===== config.mk =====
export PLATFORM = sky130hd
export DESIGN_NAME = cla_adder16
export DESIGN_NICKNAME = d
export VERILOG_FILES = /design/src/rtl/cla_pkg.sv /design/src/rtl/cla_pg_cell.sv /design/src/rtl/cla_lookahead.sv /design/src/rtl/cla_group.sv /design/src/rtl/cla_adder16.sv
export SDC_FILE = /design/constraint.sdc
export NUM_CORES = 1
export LEC_CHECK = 0
export BUFFER_PORTS_ARGS = -buffer_cell sky130_fd_sc_hd__buf_2
export CAP_MARGIN = 5
export CORE_MARGIN = 4
export CORE_UTILIZATION = 47
export DETAILED_ROUTE_END_ITERATION = 10
export PLACE_DENSITY = 0.92
export SLEW_MARGIN = 20
export SYNTH_ARGS = -nofsm -noshare
export SYNTH_HDL_FRONTEND = slang
export SYNTH_HIERARCHICAL = 1
export SYNTH_SLANG_ARGS = --single-unit

===== constraint.sdc =====
create_clock -name vclk -period 6.8
set_input_delay 0.68 -clock vclk [all_inputs]
set_output_delay 0.68 -clock vclk [all_outputs]
set_load 0.01 [all_outputs]

===== src/rtl/cla_pkg.sv =====
package cla_pkg;
  localparam int unsigned DEF_GROUP_W  = 4;
  localparam int unsigned DEF_N_GROUPS = 4;
endpackage


===== src/rtl/cla_pg_cell.sv =====
module cla_pg_cell #(
  parameter int unsigned W = 4
) (
  input  logic [W-1:0] a_i,
  input  logic [W-1:0] b_i,
  output logic [W-1:0] g_o,
  output logic [W-1:0] p_o
);
  for (genvar i = 0; i < W; i++) begin : g_bit
    assign g_o[i] = a_i[i] & b_i[i];
    assign p_o[i] = a_i[i] ^ b_i[i];
  end
endmodule


===== src/rtl/cla_lookahead.sv =====
// Flat lookahead: every carry is one sum-of-products over the inputs.
module cla_lookahead #(
  parameter int unsigned N = 4
) (
  input  logic [N-1:0] g_i,
  input  logic [N-1:0] p_i,
  input  logic         c_i,
  output logic [N:0]   c_o,
  output logic         gg_o,
  output logic         gp_o
);
  always_comb begin
    c_o[0] = c_i;
    for (int j = 1; j <= N; j++) begin
      logic acc;
      acc = c_i;
      for (int k = 0; k < j; k++) acc = acc & p_i[k];
      for (int i = 0; i < j; i++) begin
        logic t;
        t = g_i[i];
        for (int k = i + 1; k < j; k++) t = t & p_i[k];
        acc = acc | t;
      end
      c_o[j] = acc;
    end
  end

  always_comb begin
    gg_o = 1'b0;
    for (int i = 0; i < N; i++) begin
      logic t;
      t = g_i[i];
      for (int k = i + 1; k < N; k++) t = t & p_i[k];
      gg_o = gg_o | t;
    end
  end

  assign gp_o = &p_i;
endmodule


===== src/rtl/cla_group.sv =====
module cla_group #(
  parameter int unsigned W = 4
) (
  input  logic [W-1:0] a_i,
  input  logic [W-1:0] b_i,
  input  logic         c_i,
  output logic [W-1:0] s_o,
  output logic         c_o,
  output logic         gg_o,
  output logic         gp_o
);
  logic [W-1:0] g_w, p_w;
  logic [W:0]   c_w;

  cla_pg_cell #(.W(W)) u_pg (
    .a_i (a_i),
    .b_i (b_i),
    .g_o (g_w),
    .p_o (p_w)
  );

  cla_lookahead #(.N(W)) u_la (
    .g_i  (g_w),
    .p_i  (p_w),
    .c_i  (c_i),
    .c_o  (c_w),
    .gg_o (gg_o),
    .gp_o (gp_o)
  );

  assign s_o = p_w ^ c_w[W-1:0];
  assign c_o = c_w[W];
endmodule


===== src/rtl/cla_adder16.sv =====
module cla_adder16
  import cla_pkg::*;
#(
  parameter int unsigned GROUP_W  = DEF_GROUP_W,
  parameter int unsigned N_GROUPS = DEF_N_GROUPS,
  localparam int unsigned WIDTH   = GROUP_W * N_GROUPS
) (
  input  logic [WIDTH-1:0] a_i,
  input  logic [WIDTH-1:0] b_i,
  input  logic             carry_i,
  output logic [WIDTH-1:0] sum_o,
  output logic             carry_o
);
  logic [N_GROUPS-1:0] grp_g, grp_p, grp_cout;
  logic [N_GROUPS:0]   grp_c;
  logic                lvl2_gg, lvl2_gp;

  for (genvar k = 0; k < N_GROUPS; k++) begin : g_grp
    cla_group #(.W(GROUP_W)) u_grp (
      .a_i  (a_i[k*GROUP_W +: GROUP_W]),
      .b_i  (b_i[k*GROUP_W +: GROUP_W]),
      .c_i  (grp_c[k]),
      .s_o  (sum_o[k*GROUP_W +: GROUP_W]),
      .c_o  (grp_cout[k]),
      .gg_o (grp_g[k]),
      .gp_o (grp_p[k])
    );
  end

  // second level: slice carries straight from slice g/p and carry_i
  cla_lookahead #(.N(N_GROUPS)) u_lvl2 (
    .g_i  (grp_g),
    .p_i  (grp_p),
    .c_i  (carry_i),
    .c_o  (grp_c),
    .gg_o (lvl2_gg),
    .gp_o (lvl2_gp)
  );

  assign carry_o = grp_c[N_GROUPS];
endmodule


# After elaboration in Yosys (flattened, before gate mapping)
# Cells that the tools add are included.
[totals]
mem_bits_rw = 0
in_bits = 33
latch_bits = 0
romBits = 0
register_bits = 0
memories = 0
word_cells = 132
[classes]
mul = 0
bitwise = 128
add_sub_neg = 0
n_mux = 0
reduce_logical = 4
n_eq_ne = 0
magnitude_cmp = 0
n_div = 0
n_shift = 0
[op_table]
columns = ["operator", "count"]
rows = [
  ["AND 1 bit", 62],
  ["bitwise OR 1 bit", 46],
  ["AND reduction 4 bit", 4],
  ["XOR 1 bit", 16],
  ["XOR 4 bit", 4],
]

# Logic depth before layout (Yosys ltp)
[logic_depth]
word_depth = 19
depth_mapped = 12
mapped_depth_nobuf = 12

# Modules after synthesis
# The synthesis kept the hierarchy.
[by_module_without_submodules]
columns = ["mod", "area_each_um2", "n_inst", "cells_per_inst", "seq_area_each_um2"]
rows = [
  ["cla_lookahead", 67.6, 5, 11, 0.0],
  ["cla_pg_cell", 50.0, 4, 4, 0.0],
  ["cla_group", 35.0, 4, 4, 0.0],
]

# Worst setup path before layout
# No wires, ideal clock.
[synth_path]
kind = "input port to output port"
from = "input a_i[3]"
to = "output sum_o[15]"
required_ps = 6120
cell_stages = 12
setup_slack_ps = 3463
arrival_ps = 2657
path_cell_list = "ha_1 > a21oi_1 > o21ai_0 > a21o_1 > a21oi_2 > inv_2 > a21o_1 > a21o_1 > a21oi_2 > inv_2 > a21o_1 > xor2_1"
[synth_via]
elab_chain_len = 17
word_cells_on_any_way = 24
classes_between = "bitwise: 23; reduce/logical: 1"
[synth_rtl]
columns = ["element", "line", "source"]
rows = [
  ["start: declaration", "cla_adder16.sv:8", "input logic [WIDTH-1:0] a_i,"],
  ["XOR 1 bit", "cla_pg_cell.sv:11", "assign p_o[i] = a_i[i] ^ b_i[i];"],
  ["AND 1 bit", "cla_lookahead.sv:33", "for (int k = i + 1; k < N; k++) t = t & p_i[k];"],
  ["bitwise OR 1 bit (2 in series)", "cla_lookahead.sv:34", "gg_o = gg_o | t;"],
  ["bitwise OR 1 bit *", "cla_lookahead.sv:34", ""],
  ["via grp_g[0]", "cla_adder16.sv:14", "logic [N_GROUPS-1:0] grp_g, grp_p, grp_cout;"],
  ["AND 1 bit * (2 in series)", "cla_lookahead.sv:21", "for (int k = i + 1; k < j; k++) t = t & p_i[k];"],
  ["bitwise OR 1 bit * (3 in series)", "cla_lookahead.sv:22", "acc = acc | t;"],
  ["via grp_c[3]", "cla_adder16.sv:15", "logic [N_GROUPS:0] grp_c;"],
  ["AND 1 bit *", "cla_lookahead.sv:17", "for (int k = 0; k < j; k++) acc = acc & p_i[k];"],
  ["AND 1 bit * (2 in series)", "--", ""],
  ["bitwise OR 1 bit * (3 in series)", "cla_lookahead.sv:22", ""],
  ["via g_grp[3].u_grp.c_w[3]", "cla_group.sv:13", "logic [W:0] c_w;"],
  ["XOR 4 bit *", "cla_group.sv:31", "assign s_o = p_w ^ c_w[W-1:0];"],
  ["end: declaration", "cla_adder16.sv:11", "output logic [WIDTH-1:0] sum_o,"],
]
# The timed path passes the listed nets; every way through them passes the cells marked *.

# Worst setup path in the final report
[layout_path]
from = "input a_i[3]"
to = "output sum_o[15]"
[layout_via]
elab_chain_len = 17
word_cells_on_any_way = 24
classes_between = "bitwise: 23; reduce/logical: 1"
[layout_rtl]
columns = ["element", "line", "source"]
rows = [
  ["XOR 1 bit *", "cla_pg_cell.sv:11", ""],
  ["via g_grp[0].u_grp.p_w[3]", "cla_group.sv:12", "logic [W-1:0] g_w, p_w;"],
  ["AND 1 bit", "cla_lookahead.sv:33", ""],
  ["bitwise OR 1 bit", "cla_lookahead.sv:34", ""],
  ["bitwise OR 1 bit * (2 in series)", "cla_lookahead.sv:34", ""],
  ["via grp_g[0]", "cla_adder16.sv:14", ""],
  ["AND 1 bit * (2 in series)", "cla_lookahead.sv:21", ""],
  ["bitwise OR 1 bit * (3 in series)", "cla_lookahead.sv:22", ""],
  ["via grp_c[3]", "cla_adder16.sv:15", ""],
  ["AND 1 bit *", "cla_lookahead.sv:17", ""],
  ["AND 1 bit * (2 in series)", "--", ""],
  ["bitwise OR 1 bit * (3 in series)", "cla_lookahead.sv:22", ""],
  ["via g_grp[3].u_grp.c_w[3]", "cla_group.sv:13", ""],
  ["XOR 4 bit *", "cla_group.sv:31", ""],
]
# Marked as above.

==> impl_metrics.json <==
{
  "routabilityCongestion": 0.787,
  "route.detailed.vias_per_inst": 5.26,
  "final-seq-area_sq_um": 0,
  "synth.cell_area_sq_um": 639,
  "finalCoreUtilization_pct": 67.8,
  "synthesis.instances": 80,
  "post-cts-setup-buffer-count": 0,
  "worst_ep_arrival_time_ps": 2890,
  "die_area_sq_um": 2010,
  "worst_path_largest_cell_delay_ps": 340,
  "wire_per_inst_um": 11.9,
  "postSynthNetCount": 129,
  "core.rowCount": 13,
  "worst_min_delay_path_endpoint": "sum_o[0]",
  "core_area_sq_um": 1280,
  "pin_count_of_the_biggest_net_entering_global_routing": 5,
  "static-leakage-power_nw": 0.548,
  "finalSetupTns_ps": 0,
  "setup_viol_count_final": 0,
  "sequential_fraction_of_design_power_pct": 0,
  "vias": 737,
  "critical_path.top_delay_family": "compound AO/OA/AOI/OAI gates",
  "netSwitchingPower_w": 0.0000525,
  "worstSetupStartpointType": "input pin",
  "start_util_pct": 49.8,
  "cap_violations": 0,
  "hold_path_depth": 3,
  "vias_in_the_first_global_route": 708,
  "floorplan.die.width_um": 44.9,
  "detail-route-antenna-nets": 0,
  "post_cts.resized_instances": 0,
  "layout.clock_buffers": 0,
  "power.clock.fraction_pct": 0,
  "pwr_density_cell_nw_per_um2": 113,
  "floorplan.die.height_um": 44.9,
  "critical_path_peak_fanout": 4,
  "syn_avg_cell_area_sq_um": 7.99,
  "power.share.switching_pct": 53.2,
  "ys_warn_count": 6,
  "detailedRoute.firstIterationViolations": 8,
  "n_sequential_cell": 0,
  "fin_nets": 176,
  "timing_worst_slew_pin_value_ps": 211,
  "dp_hpwl_um": 1570,
  "finalCritPeriodShare_pct": 52.5,
  "final-hold-violation-count": 0,
  "ir_drop_uv": 47.6,
  "max_slew_margin_pct": 85.8,
  "crit_slowest_cell": "ha_1",
  "dr.pass1.iters": 4,
  "ioPinCount": 50,
  "n_fill_cell": 133,
  "critical_path.cell_chain": "buf_2 -> ha_1 -> a21oi_1 -> o21ai_0 -> a21o_1 -> a21oi_2 -> inv_2 -> a21o_1 -> a21o_1 -> a21oi_2 -> inv_2 -> a21o_1 -> xor2_1 -> buf_2",
  "hp-class": "input pin to output pin",
  "remaining_drc_errors": 0,
  "critical_path.most_common_cell": "a21o_1",
  "critical_path.n_buffers_inverters": 4,
  "io_buffers": 50,
  "grt_remaining_overflow": 0,
  "areaGrowthSynthToFinish_pct": 36.2,
  "detail_route.wirelength_um": 1670,
  "drive_gt1_share_pct": 48.0,
  "power.combinational.fraction_pct": 100.0,
  "total_routing_usage_reported_by_global_routing_pct": 16.1,
  "antenna_violations_before_repair": 0,
  "worst-endpoint-required_ps": 6120,
  "internal_power_w": 0.0000463,
  "antennaDiodeCount": 0,
  "finalCriticalPeriod_ps": 3570,
  "global_route_wire_length_before_repair_um": 2600,
  "ctsHoldBuffers": 0,
  "timing.critical_path.to_type": "output pin",
  "worst_hold_startpoint": "carry_i",
  "fmax_mhz": 280,
  "report.final.slew_viol_count": 0,
  "grt_setup_unrepaired": "no",
  "path_class": "input pin to output pin",
  "outcome": "finished clean"
}
-- tightest hold or removal path: stages --
cell    delay, ps
buf_2         110
xor2_1         60
buf_2         130
-- stage by stage --
step	hold WS [ps]	total power, W	instance area [sq um]	cells	worst slack [ps]
floorplan	1600	0.0000655	639	80	3550
global placement	1660	0.0000961	871	140	3280
detailed placement	1670	0.0000992	871	140	3230
CTS	1670	0.0000997	871	140	3220
global route	1680	0.000110	871	140	3030
finish	1670	0.0000988	871	140	3230
-- layout by cell type (no fill, tap or decap) --
cell     count
a21oi_1      9
nand2_1      5
inv_2        5
a21oi_2      5
o21ai_0      5
buf_2       50
and4_1       4
a21o_1      10
xor2_1      16
ha_1        16
-- metal layers --
layer,GRT usage (%),share of wire (%),up-vias
met1,16.9,36,331
met3,1.99,11,0
met5,0,0,-
li1,-,-,374
met4,0,0,0
met2,34.7,53,32
-- worst max path at each step --
stage / start / endpoint / slack [ps] / cells past startpoint
final: a_i[3] / sum_o[15] / 3230 / 14
after global routing: a_i[3] / sum_o[15] / 3030 / 14
after CTS: a_i[3] / sum_o[15] / 3220 / 14
after detailed placement: a_i[3] / sum_o[15] / 3230 / 14
after global placement: a_i[3] / sum_o[15] / 3280 / 14
after floorplan: a_i[1] / sum_o[15] / 3550 / 12
-- power groups by stage --
stage / clock, W / combinational, W / sequential (W)
2_1_floorplan: 0 / 0.0000655 / 0
3_3_place_gp: 0 / 0.0000961 / 0
3_5_place_dp: 0 / 0.0000992 / 0
4_1_cts: 0 / 0.0000997 / 0
5_1_grt: 0 / 0.000110 / 0
6_report: 0 / 0.0000988 / 0
-- final cells by class --
cell class	instances	area, sq um	area share, %
Tap cell	15	18.8	2.16
Inverter	5	18.8	2.16
Timing Repair Buffer	50	250	28.7
Multi-Input combinational cell	70	583	67.0
(Power assumes the default switching activity.)
